`src/rtl/csync_vsep_pkg.sv`:
```
package csync_vsep_pkg;

  // Integrator phase: accumulate pulse width, or time the inactive gap.
  typedef enum logic {
    PH_INTEG = 1'b0,
    PH_GAP   = 1'b1
  } vsep_phase_e;

endpackage

```
`src/rtl/csync_vsep_sync.sv`:
```
module csync_vsep_sync #(
  parameter int STAGES = 2
) (
  input  logic clk,
  input  logic rst_n,
  input  logic d_async,
  output logic q_sync
);

  logic [STAGES-1:0] chain_q;

  generate
    for (genvar i = 0; i < STAGES; i++) begin : g_stage
      always_ff @(posedge clk or negedge rst_n) begin
        if (!rst_n) begin
          chain_q[i] <= 1'b0;
        end else if (i == 0) begin
          chain_q[i] <= d_async;
        end else begin
          chain_q[i] <= chain_q[(i == 0) ? 0 : i-1];
        end
      end
    end
  endgenerate

  assign q_sync = chain_q[STAGES-1];

endmodule

```
`src/rtl/csync_vsep_integ.sv`:
```
module csync_vsep_integ
  import csync_vsep_pkg::*;
#(
  parameter int CNT_W = 8
) (
  input  logic             clk,
  input  logic             rst_n,
  input  logic             tick_en,
  input  logic             act,
  input  logic [CNT_W-1:0] thresh,
  output logic             vsync_q
);

  localparam logic [CNT_W-1:0] CNT_MAX = {CNT_W{1'b1}};
  localparam logic [CNT_W-1:0] CNT_ONE = {{(CNT_W-1){1'b0}}, 1'b1};

  vsep_phase_e      phase_q, phase_d;
  logic [CNT_W-1:0] cnt_q, cnt_d;
  logic [CNT_W-1:0] cnt_up, cnt_dn;
  logic             vsync_d;

  // Saturating neighbours of the current count.
  always_comb begin
    cnt_up = (cnt_q == CNT_MAX) ? cnt_q : cnt_q + CNT_ONE;
    cnt_dn = (cnt_q == '0)      ? cnt_q : cnt_q - CNT_ONE;
  end

  always_comb begin
    phase_d = phase_q;
    cnt_d   = cnt_q;
    vsync_d = vsync_q;
    if (tick_en) begin
      unique case (phase_q)
        PH_INTEG: begin
          if (!act) begin
            cnt_d = cnt_dn;
          end else if (cnt_up > thresh) begin
            phase_d = PH_GAP;
            cnt_d   = '0;
            vsync_d = 1'b1;
          end else begin
            cnt_d = cnt_up;
          end
        end
        PH_GAP: begin
          if (act) begin
            cnt_d = '0;
          end else if (cnt_up >= thresh) begin
            phase_d = PH_INTEG;
            cnt_d   = '0;
            vsync_d = 1'b0;
          end else begin
            cnt_d = cnt_up;
          end
        end
        default: begin
          phase_d = PH_INTEG;
          cnt_d   = '0;
          vsync_d = 1'b0;
        end
      endcase
    end
  end

  always_ff @(posedge clk or negedge rst_n) begin
    if (!rst_n) begin
      phase_q <= PH_INTEG;
      cnt_q   <= '0;
      vsync_q <= 1'b0;
    end else begin
      phase_q <= phase_d;
      cnt_q   <= cnt_d;
      vsync_q <= vsync_d;
    end
  end

endmodule

```
`src/rtl/csync_vsep.sv`:
```
module csync_vsep #(
  parameter int CNT_W       = 8,
  parameter int SYNC_STAGES = 2
) (
  input  logic             clk,
  input  logic             rst_n,
  input  logic             tick_en,
  input  logic             csync_in,
  input  logic             csync_invert,
  input  logic [CNT_W-1:0] thresh,
  output logic             vsync_out
);

  logic csync_norm;
  logic act_s;

  // Normalize to active-high before crossing into the clock domain.
  assign csync_norm = csync_in ^ csync_invert;

  csync_vsep_sync #(
    .STAGES (SYNC_STAGES)
  ) u_sync (
    .clk     (clk),
    .rst_n   (rst_n),
    .d_async (csync_norm),
    .q_sync  (act_s)
  );

  csync_vsep_integ #(
    .CNT_W (CNT_W)
  ) u_integ (
    .clk     (clk),
    .rst_n   (rst_n),
    .tick_en (tick_en),
    .act     (act_s),
    .thresh  (thresh),
    .vsync_q (vsync_out)
  );

endmodule

```
`config.mk`:
```
export PLATFORM = sky130hd
export DESIGN_NAME = csync_vsep
export DESIGN_NICKNAME = d
export VERILOG_FILES = /design/src/rtl/csync_vsep_pkg.sv /design/src/rtl/csync_vsep_sync.sv /design/src/rtl/csync_vsep_integ.sv /design/src/rtl/csync_vsep.sv
export SDC_FILE = /design/constraint.sdc
export NUM_CORES = 1
export LEC_CHECK = 0
export BUFFER_PORTS_ARGS = -buffer_cell sky130_fd_sc_hd__buf_2
export CAP_MARGIN = 20
export CORE_ASPECT_RATIO = 0.9
export CORE_UTILIZATION = 30
export CTS_CLUSTER_SIZE = 40
export DETAILED_ROUTE_END_ITERATION = 12
export GPL_TIMING_DRIVEN = 0
export MAX_ROUTING_LAYER = met4
export SYNTH_ARGS = -nofsm -noshare
export SYNTH_HDL_FRONTEND = slang
export SYNTH_SLANG_ARGS = --single-unit
```
`constraint.sdc`:
```
create_clock -name clk -period 6.5 [get_ports clk]
set_input_delay 0.65 -clock clk [delete_from_list [all_inputs] [get_ports clk]]
set_output_delay 0.65 -clock clk [all_outputs]
set_load 0.02 [all_outputs]
```
==> summary.md <==
| Metric | Value |
|---|---|
| CP Cell Sequence | `ha_1 -> nand2_1 -> or2_1 -> nand3_1 -> o21ai_0 -> inv_1 -> ha_1 -> nand4_1 -> or2_1 -> a221oi_4 -> a31oi_4 -> o22ai_2` |
| Reg2reg path depth | `12` |
| Post-Synth Simple-Gate Area | `0.240` |
| Most frequent cells in the layout | `18 x inv_1, 14 x nand2_1, 13 x buf_2, 12 x ha_1, 12 x dfrtp_1` |
| Die footprint | `0.00444 mm^2` |
| Via density | `5.25` |
| Cells after synthesis | `145` |
| Req. time, crit path | `6660 ps` |
| Sw frac | `0.482` |
| Main combinational cell family by area after synthesis | `compound AO/OA/AOI/OAI gates` |
| Slew Viols, Final | `0` |
| Setup Buffers After CTS | `0` |
| 1st-pass router iterations | `4` |
| Startpoint class of the critical path | `register` |
| Vias | `1082` |
| Fraction of registers with async set/reset | `1.00` |
| H-tree depth | `1` |
| Clock Tree Root | `clkbuf_8` |
| #FFs+latches synth | `12` |
| Seq pwr share | `0.229` |
| TritonCTS Buffers | `3` |
| Net Sw Power | `0.000279 W` |
| Worst r2r src | `u_integ.cnt_q[0]` |
| Worst min-delay path class | `in -> async` |
| Met1 Use GR | `0.187` |
| Core area | `0.00386 mm^2` |
| PD cells | `411 mW/mm^2` |
| Highest cell delay on the worst timing path | `450 ps` |
| Area after DPL | `0.00137 mm^2` |
| Endpoints failing hold | `0` |
| GRT busiest layer | `met2` |
| Max Cap Viol | `0` |
| Largest net degree at the start of global routing | `13` |
| Mapped Nets | `170` |
| GP Congestion | `0.810` |
| Clock power share | `0.119` |
| Area of the mapped netlist | `0.00125 mm^2` |
| Status | `finished clean` |
| Met3 usage | `0.0384` |
| RSZ-0062 raised after global routing | `false` |
| Post-synth EDFFs | `0` |
| Fmax | `323 MHz` |
| Cell internal pwr | `0.000300 W` |
| Antenna diodes | `0` |
| Clk Latency, worst-skew pair | `240 ps` |
| R2R Setup Slk | `3410 ps` |
| Synth Flop Type | `dfrtp_1` |
| Port bufs | `12` |
| Vias in the first global route | `1007` |
| Initial core utilization | `0.324` |
| Synth warn | `0` |
| Syn-to-layout area delta | `12.7%` |
| CTS max path bufs | `2` |
| Minimum clock period | `3090 ps` |
| Peak VDD IR | `0.129 mV` |
| DRC viols | `0` |
| First-pass GRT wire length | `4.57 mm` |
| Final net count | `187` |
| CTS resizes | `0` |
| Initial antenna violation count | `0` |
| Commonest non-fill, non-tap cell in the layout | `inv_1` |
| Hold_buf cts | `0` |
| Die H | `63.3 um` |
| DRT antenna net count | `0` |
| Post-Synth XOR/XNOR Area | `0.0140` |
| Peak fanout along the critical path | `7` |
| Total track usage | `0.136` |
| Tcrit/Tclk final | `0.476` |
| Crit path DAT | `3250 ps` |
| WL per Instance | `12.9 um` |
| Adder-Cell Fraction of Synth Area | `0.120` |
| Gr ovfl total | `0` |
| Syn avg cell area | `8.64 um^2` |
| GR met2 Demand/Resource | `0.200` |
| Share of layout cells above drive strength 1 | `0.238` |
| Mux contribution to synthesized area | `0.0160` |
| Final setup viols | `0` |
| Placed wire-length estimate | `2.11 mm` |
| IO Pins | `14` |
| Leak Pwr | `0.673 nW` |
| Post-synthesis sequential area ratio | `0.240` |
| Crit Path Category | `reg -> reg` |
| Setup TNS | `0 ps` |
| Slew Limit Headroom | `0.684` |
| Worst reg2reg path endpoint | `u_integ.cnt_q[3]` |
| Iteration-0 DRC Markers | `95` |
| Worst Setup End Kind | `register` |
| Synth Area in Compound Gates | `0.289` |
| Combinational group share of total power | `0.652` |
| Final Cell Area | `0.00141 mm^2` |
| Clock Skew | `6.49 ps` |
| # clock sinks | `12` |
| Die width | `70.1 um` |
| Slowest CP cell | `dfrtp_1` |
| CTS tree | `built` |
| FP Rows | `21` |
| Drt total wl | `2.66 mm` |
| Synth cell types | `47` |
| Worst-path clk slew | `60 ps` |
| Worst Max-Slew Pin Slew | `474 ps` |
## registers in the layout (all words and copies together) (netlist names)
signal           count
u_integ.vsync_q      1
u_integ.phase_q      1
u_integ.cnt_q        8
u_sync.q_sync        1
u_sync.chain_q       1
## cells in the mapped netlist (2+ instances only)
cell type | n | share of area
and3_1 | 4 | 0.020
a31oi_1 | 5 | 0.025
a21oi_1 | 8 | 0.032
clkbuf_1 | 2 | 0.0060
nor2b_1 | 2 | 0.010
nand4_1 | 2 | 0.010
mux2i_1 | 2 | 0.016
or2_1 | 3 | 0.015
ha_1 | 12 | 0.12
o21ai_2 | 7 | 0.049
nor3_1 | 4 | 0.016
nand3_1 | 4 | 0.016
nor2_1 | 4 | 0.012
o21ai_0 | 10 | 0.040
buf_6 | 2 | 0.018
dfrtp_1 | 12 | 0.24
inv_1 | 18 | 0.054
a41oi_1 | 2 | 0.014
nand2_1 | 14 | 0.042
## layout make-up
class / instances / area, um^2
clock buffers: 3 / 41.3
multi-input cells: 110 / 850
fillers: 399 / 2450
plain buffers: 5 / 35.0
inverters: 18 / 67.6
well taps: 46 / 57.6
flip-flops and latches: 12 / 300
repair buffers: 12 / 60.1
## how the worst max path moves through the flow
stage	slack (ps)	end	from
after floorplan	3790	u_integ.cnt_q[0]	u_integ.cnt_q[0]
after global placement	3440	u_integ.cnt_q[3]	u_integ.cnt_q[0]
after detailed placement	3410	u_integ.cnt_q[3]	u_integ.cnt_q[0]
after CTS	3380	u_integ.cnt_q[3]	u_integ.cnt_q[0]
after global routing	3220	u_integ.cnt_q[3]	u_integ.cnt_q[0]
final	3410	u_integ.cnt_q[3]	u_integ.cnt_q[0]
## power groups by stage
stage | sequential (W) | combinational, W | clock, W
2_1_floorplan | 0.000130 | 0.000307 | 0
3_3_place_gp | 0.000133 | 0.000376 | 0
3_5_place_dp | 0.000133 | 0.000380 | 0
4_1_cts | 0.000132 | 0.000382 | 0.0000704
5_1_grt | 0.000137 | 0.000427 | 0.0000725
6_report | 0.000133 | 0.000378 | 0.0000689
## routing by layer
metal	routed length [um]	share of wire
met1	1360	0.51
met4	29	0.011
met3	164	0.062
met5	0	0
met2	1100	0.42
## cell families after synthesis
kind of cell	Yosys count
compound gates	45
xor+xnor	2
fa+ha+maj	12
buf+inv	23
flops	12
mux	2
simple gates	49
## metrics by stage
stage	instances	util	hold WS, ps	total power, W	setup slack [ps]
final	206	0.365	287	0.000580	3410
after global routing	206	0.365	310	0.000636	3220
after CTS	206	0.365	299	0.000584	3380
after detailed placement	203	0.355	336	0.000513	3410
after global placement	203	0.355	336	0.000510	3440
after floorplan	145	-	331	0.000437	3790
## critical path: cells and delay by family, from the launching register on
kind                     cells  cell delay (ps)
buffers and inverters        1               80
adder cells (fa/ha/maj)      2              610
AND/OR/NAND/NOR              5              930
AO/OA/AOI/OAI                4              920
flip-flops                   1              450
Note: power is estimated with default switching activity, not from simulation.
